[config.mk]
export PLATFORM = sky130hd
export DESIGN_NAME = casc_match_timer
export DESIGN_NICKNAME = d
export VERILOG_FILES = /design/src/rtl/ctm_pkg.sv /design/src/rtl/ctm_regs.sv /design/src/rtl/ctm_cmp.sv /design/src/rtl/ctm_counter.sv /design/src/rtl/casc_match_timer.sv
export SDC_FILE = /design/constraint.sdc
export NUM_CORES = 1
export LEC_CHECK = 0
export ABC_AREA = 1
export BUFFER_PORTS_ARGS = -buffer_cell sky130_fd_sc_hd__buf_2
export CAP_MARGIN = 30
export CORE_MARGIN = 4
export CORE_UTILIZATION = 35
export DETAILED_ROUTE_END_ITERATION = 10
export PLACE_DENSITY_LB_ADDON = 0.12
export SETUP_SLACK_MARGIN = 0.5
export SYNTH_ARGS = -nofsm -noshare
export SYNTH_HDL_FRONTEND = slang
export SYNTH_HIERARCHICAL = 1
export SYNTH_SLANG_ARGS = --single-unit
[constraint.sdc]
create_clock -name clk -period 3.5 [get_ports clk]
set_clock_uncertainty 0.15 [all_clocks]
set_input_delay 0.525 -clock clk [delete_from_list [all_inputs] [get_ports clk]]
set_output_delay 0.525 -clock clk [all_outputs]
set_load 0.03 [all_outputs]
[src/rtl/ctm_pkg.sv]
package ctm_pkg;

  localparam int REG_ADDR_W = 2;

  typedef enum logic [REG_ADDR_W-1:0] {
    REG_CTRL   = 2'd0,
    REG_MODE   = 2'd1,
    REG_CMP_LO = 2'd2,
    REG_CMP_HI = 2'd3
  } reg_addr_e;

  // control register fields
  localparam int CTRL_RUN_BIT  = 0;
  localparam int CTRL_CASC_BIT = 1;

  // mode register fields: tick select in the low bits, shadow enable above
  localparam int MODE_DBUF_BIT = 2;

endpackage

[src/rtl/ctm_regs.sv]
module ctm_regs
  import ctm_pkg::*;
#(
  parameter int DATA_W = 8,
  parameter int SEL_W  = 2
) (
  input  logic                  clk,
  input  logic                  rst,
  input  logic                  wr_en,
  input  logic [REG_ADDR_W-1:0] wr_addr,
  input  logic [DATA_W-1:0]     wr_data,
  output logic                  run_o,
  output logic                  casc_o,
  output logic [SEL_W-1:0]      sel_o,
  output logic                  dbuf_o,
  output logic [DATA_W-1:0]     lo_latch_o,
  output logic                  commit_o,
  output logic [2*DATA_W-1:0]   commit_val_o
);

  logic              run_q;
  logic              casc_q;
  logic [SEL_W-1:0]  sel_q;
  logic              dbuf_q;
  logic [DATA_W-1:0] lo_q;

  always_ff @(posedge clk) begin
    if (rst) begin
      run_q  <= 1'b0;
      casc_q <= 1'b0;
      sel_q  <= '0;
      dbuf_q <= 1'b0;
      lo_q   <= '0;
    end else if (wr_en) begin
      case (reg_addr_e'(wr_addr))
        REG_CTRL: begin
          run_q  <= wr_data[CTRL_RUN_BIT];
          casc_q <= wr_data[CTRL_CASC_BIT];
        end
        REG_MODE: begin
          if (!run_q) begin
            sel_q  <= wr_data[SEL_W-1:0];
            dbuf_q <= wr_data[MODE_DBUF_BIT];
          end
        end
        REG_CMP_LO: lo_q <= wr_data;
        default: ;
      endcase
    end
  end

  assign commit_o     = wr_en && (reg_addr_e'(wr_addr) == REG_CMP_HI);
  assign commit_val_o = {wr_data, lo_q};

  assign run_o      = run_q;
  assign casc_o     = casc_q;
  assign sel_o      = sel_q;
  assign dbuf_o     = dbuf_q;
  assign lo_latch_o = lo_q;

endmodule

[src/rtl/ctm_cmp.sv]
module ctm_cmp #(
  parameter int CNT_W = 16
) (
  input  logic             clk,
  input  logic             rst,
  input  logic             commit_i,
  input  logic [CNT_W-1:0] commit_val_i,
  input  logic             dbuf_i,
  input  logic             run_i,
  input  logic             match_i,
  output logic [CNT_W-1:0] active_o,
  output logic [CNT_W-1:0] shadow_o
);

  logic [CNT_W-1:0] active_q;
  logic [CNT_W-1:0] shadow_q;
  logic             defer;

  // a commit is held back only while running with the shadow in use
  assign defer = dbuf_i && run_i;

  always_ff @(posedge clk) begin
    if (rst) begin
      shadow_q <= '0;
    end else if (commit_i) begin
      shadow_q <= commit_val_i;
    end
  end

  always_ff @(posedge clk) begin
    if (rst) begin
      active_q <= '0;
    end else if (commit_i && !defer) begin
      active_q <= commit_val_i;
    end else if (match_i && dbuf_i) begin
      active_q <= shadow_q;
    end
  end

  assign active_o = active_q;
  assign shadow_o = shadow_q;

endmodule

[src/rtl/ctm_counter.sv]
module ctm_counter #(
  parameter int STAGE_W    = 8,
  parameter int NUM_STAGES = 2,
  localparam int CNT_W     = STAGE_W * NUM_STAGES
) (
  input  logic             clk,
  input  logic             rst,
  input  logic             en_i,
  input  logic             tick_i,
  input  logic [CNT_W-1:0] cmp_i,
  output logic [CNT_W-1:0] count_o,
  output logic             match_o,
  output logic             irq_o
);

  logic [NUM_STAGES-1:0] carry;
  logic [CNT_W-1:0]      inc_val;
  logic                  match;
  logic                  irq_q;

  assign carry[0] = en_i && tick_i;

  for (genvar g = 0; g < NUM_STAGES; g++) begin : g_stage
    logic [STAGE_W-1:0] st_q;

    assign inc_val[g*STAGE_W +: STAGE_W] = st_q + {{(STAGE_W-1){1'b0}}, carry[g]};
    assign count_o[g*STAGE_W +: STAGE_W] = st_q;

    if (g < NUM_STAGES - 1) begin : g_carry
      assign carry[g+1] = carry[g] && (&st_q);
    end

    always_ff @(posedge clk) begin
      if (rst || !en_i || match) begin
        st_q <= '0;
      end else if (carry[g]) begin
        st_q <= st_q + 1'b1;
      end
    end
  end

  assign match = carry[0] && (inc_val == cmp_i);

  always_ff @(posedge clk) begin
    if (rst) begin
      irq_q <= 1'b0;
    end else begin
      irq_q <= match;
    end
  end

  assign match_o = match;
  assign irq_o   = irq_q;

endmodule

[src/rtl/casc_match_timer.sv]
module casc_match_timer
  import ctm_pkg::*;
#(
  parameter int STAGE_W   = 8,
  parameter int NUM_TICKS = 4,
  localparam int NUM_STAGES = 2,
  localparam int CNT_W      = STAGE_W * NUM_STAGES,
  localparam int SEL_W      = $clog2(NUM_TICKS)
) (
  input  logic                  clk,
  input  logic                  rst,
  input  logic                  wr_en,
  input  logic [REG_ADDR_W-1:0] wr_addr,
  input  logic [STAGE_W-1:0]    wr_data,
  input  logic [NUM_TICKS-1:0]  tick_in,
  output logic                  irq_o,
  output logic [CNT_W-1:0]      count_o
);

  logic               run_q;
  logic               casc_q;
  logic [SEL_W-1:0]   clk_sel_q;
  logic               dbuf_q;
  logic [STAGE_W-1:0] lo_latch_q;
  logic               commit;
  logic [CNT_W-1:0]   commit_val;
  logic [CNT_W-1:0]   active_cmp;
  logic [CNT_W-1:0]   shadow_cmp;
  logic               match;
  logic               cnt_en;
  logic               tick_sel;

  ctm_regs #(
    .DATA_W (STAGE_W),
    .SEL_W  (SEL_W)
  ) u_regs (
    .clk          (clk),
    .rst          (rst),
    .wr_en        (wr_en),
    .wr_addr      (wr_addr),
    .wr_data      (wr_data),
    .run_o        (run_q),
    .casc_o       (casc_q),
    .sel_o        (clk_sel_q),
    .dbuf_o       (dbuf_q),
    .lo_latch_o   (lo_latch_q),
    .commit_o     (commit),
    .commit_val_o (commit_val)
  );

  assign cnt_en   = run_q && casc_q;
  assign tick_sel = tick_in[clk_sel_q];

  ctm_cmp #(
    .CNT_W (CNT_W)
  ) u_cmp (
    .clk          (clk),
    .rst          (rst),
    .commit_i     (commit),
    .commit_val_i (commit_val),
    .dbuf_i       (dbuf_q),
    .run_i        (run_q),
    .match_i      (match),
    .active_o     (active_cmp),
    .shadow_o     (shadow_cmp)
  );

  ctm_counter #(
    .STAGE_W    (STAGE_W),
    .NUM_STAGES (NUM_STAGES)
  ) u_cnt (
    .clk     (clk),
    .rst     (rst),
    .en_i    (cnt_en),
    .tick_i  (tick_sel),
    .cmp_i   (active_cmp),
    .count_o (count_o),
    .match_o (match),
    .irq_o   (irq_o)
  );

endmodule

==> flow_metrics.env <==
export IMPL_outcome="finished, final reports clean"
export IMPL_dp_hpwl_um=6069
export IMPL_viasPerCell=4.535
export IMPL_endpoint_kind="register"
export IMPL_chipHeight_um=109.1
export IMPL_setup_viol=0
export IMPL_grt_pass1_vias=2911
export IMPL_crit_top_cell="nand2_2"
export IMPL_drv_slew=0
export IMPL_post_route_min_period_ns=2.901
export IMPL_fin_tns_setup_ns=0
export IMPL_overflow=0
export IMPL_layout_commonest_cell="nand2_1"
export IMPL_clock_sinks=62
export IMPL_dieWidth_um=109.1
export IMPL_grt_max_degree=33
export IMPL_drv_cap=0
export IMPL_start_kind="register"
export IMPL_syn_avg_cell_area_um2=6.494
export IMPL_rows=36
export IMPL_cts_root_buf="clkbuf_8"
export IMPL_required_ns=3.62
export IMPL_peakVddDrop_mv=0.2143
export IMPL_hold_path_class="in -> reg"
export IMPL_hold_viol_final=0
export IMPL_powerDensity_nw_per_um2=339.3
export IMPL_max_freq_ghz=0.3447
export IMPL_path_class="reg -> reg"
export IMPL_tightestPinTransition_ns=0.9135
export IMPL_wire_per_inst_um=11.86
export IMPL_gp_congestion=0.8014
export IMPL_port_buffers=33
export IMPL_cts_made_buffers=9
export IMPL_antenna_found_initial=0
export IMPL_p_leak_uw=0.001946
export IMPL_path_clk_slew_ns=0.08
export IMPL_drc_errors=0
export IMPL_cts_tree="done"
export IMPL_min_period_over_period_pct=82.89
export IMPL_slew_headroom_pct=39.01
export IMPL_path_cells="inv_4 -> nand2_2 -> nand3_2 -> nand2_2 -> nand2_4 -> nor2_4 -> nand3_4 -> inv_4 -> ha_4 -> ha_4 -> nand2_2 -> nand2_1 -> nor2_1 -> nand2_1 -> nor2_1 -> nand2_1 -> nor2_1 -> nand3_2 -> clkinv_4 -> buf_6 -> nand3_2 -> nand2_2 -> nand2_2 -> a21oi_2"
export IMPL_syn2layout_area_growth_pct=17.83
export IMPL_critPathMaxFanout=5
export IMPL_critPathSlowestCell="dfxtp_4"
export IMPL_coreArea_um2=9864
export IMPL_ios=34
export IMPL_wl_um=8526
export IMPL_layout_common_cells="nand2_1, inv_1, nor2_1, dfxtp_1, nand3_1"
export IMPL_grt_pass1_wl_um=14010
export IMPL_nets=604
export IMPL_first_pass_iters=4
export IMPL_clk_latency_ns=0.35
export IMPL_cts_hold_buffers=0
export IMPL_htreeDepth=3
export IMPL_synthCells=551
export IMPL_cts_buffer_depth=2
export IMPL_yosys_warnings=6
export IMPL_initial_utilization_pct=36.28
export IMPL_final_antenna_net_count=0
export IMPL_synth_area_um2=3578
export IMPL_drtIter0Drc=131
export IMPL_antennaDiodeCount=0
export IMPL_num_vias=3261
export IMPL_rsz0062_at_grt="true"
export IMPL_track_usage_pct=14.97
export IMPL_arrival_ns=3.02
export IMPL_total_power_uw=1431
export IMPL_cpPeakStageDelay_ns=0.38
export IMPL_die_area_um2=11910
export IMPL_syn_nets=574
export IMPL_drive_above_1_share_pct=22.01
[per-layer routing]
layer | wire, um | share of wire [%] | vias to the layer above | GRT usage (%)
li1 | - | - | 1756 | -
met1 | 4319 | 51 | 1455 | 20.67
met2 | 3880 | 46 | 46 | 23.16
met3 | 271 | 3.2 | 4 | 3.789
met4 | 55 | 0.65 | 0 | 4.058
met5 | 0 | 0 | - | 0
[critical path, delay by kind of cell, from the launching register on]
kind / cells / cell delay [ns]
flip-flops: 1 / 0.38
AO/OA/AOI/OAI: 1 / 0.13
AND/OR/NAND/NOR: 17 / 1.38
adder cells (fa/ha/maj): 2 / 0.34
buffers and inverters: 4 / 0.42
[sequential cells by signal, indices dropped and copies added, names as in the netlist]
register and count:
u_regs/sel_o 2, u_regs/casc_o 1, u_cnt/g_stage.st_q 16, u_cmp/shadow_o 16, u_regs/dbuf_o 1, u_regs/run_o 1
u_cmp/active_o 16, u_regs/lo_latch_o 8, u_cnt/irq_o 1
[path summary, 6_finish.rpt]
path,start,end,slack (ns),cells past startpoint
min,wr_data[3],u_cmp/shadow_o[11],0.29,3
max,u_regs/sel_o[0],u_cmp/active_o[11],0.60,24
max reg2reg,u_regs/sel_o[0],u_cmp/active_o[11],0.60,24
min reg2reg,u_cmp/shadow_o[6],u_cmp/shadow_o[6],0.31,2
[cell type report]
| class | count | area [um^2] |
|---|---|---|
| clock inverters | 6 | 47.55 |
| flip-flops and latches | 62 | 1249 |
| well taps | 133 | 166.4 |
| clock buffers | 10 | 127.6 |
| repair buffers | 42 | 236.5 |
| inverters | 87 | 336.6 |
| fillers | 1054 | 5648 |
| multi-input cells | 379 | 2053 |
[stage by stage]
stage / setup slack (ns) / hold slack (ns) / instance area (um^2) / util [%] / cells
detailed placement: 0.1723 / 0.3058 / 3786 / 38.38 / 693
finish: 0.5990 / 0.2852 / 4217 / 42.74 / 719
global placement: 0.2239 / 0.2973 / 3786 / 38.38 / 693
global route: 0.3401 / 0.2779 / 4217 / 42.74 / 719
CTS: 0.5189 / 0.2730 / 3980 / 40.35 / 711
floorplan: 0.5198 / 0.2837 / 3649 / - / 551
[where the power goes]
part,internal [uW],switching [uW],leakage (uW)
Sequential,727,19.3,0.000506
Clock,262,308,0.0000868
Combinational,41.1,73.2,0.00135
[what timing repair did]
item	CTS	global route
pin swaps	1	33
gates resized for setup	2	49
gates cloned	0	2
endpoints found under the setup margin	16	16
buffers inserted	2	6
Power figures use the tool's default switching activity.
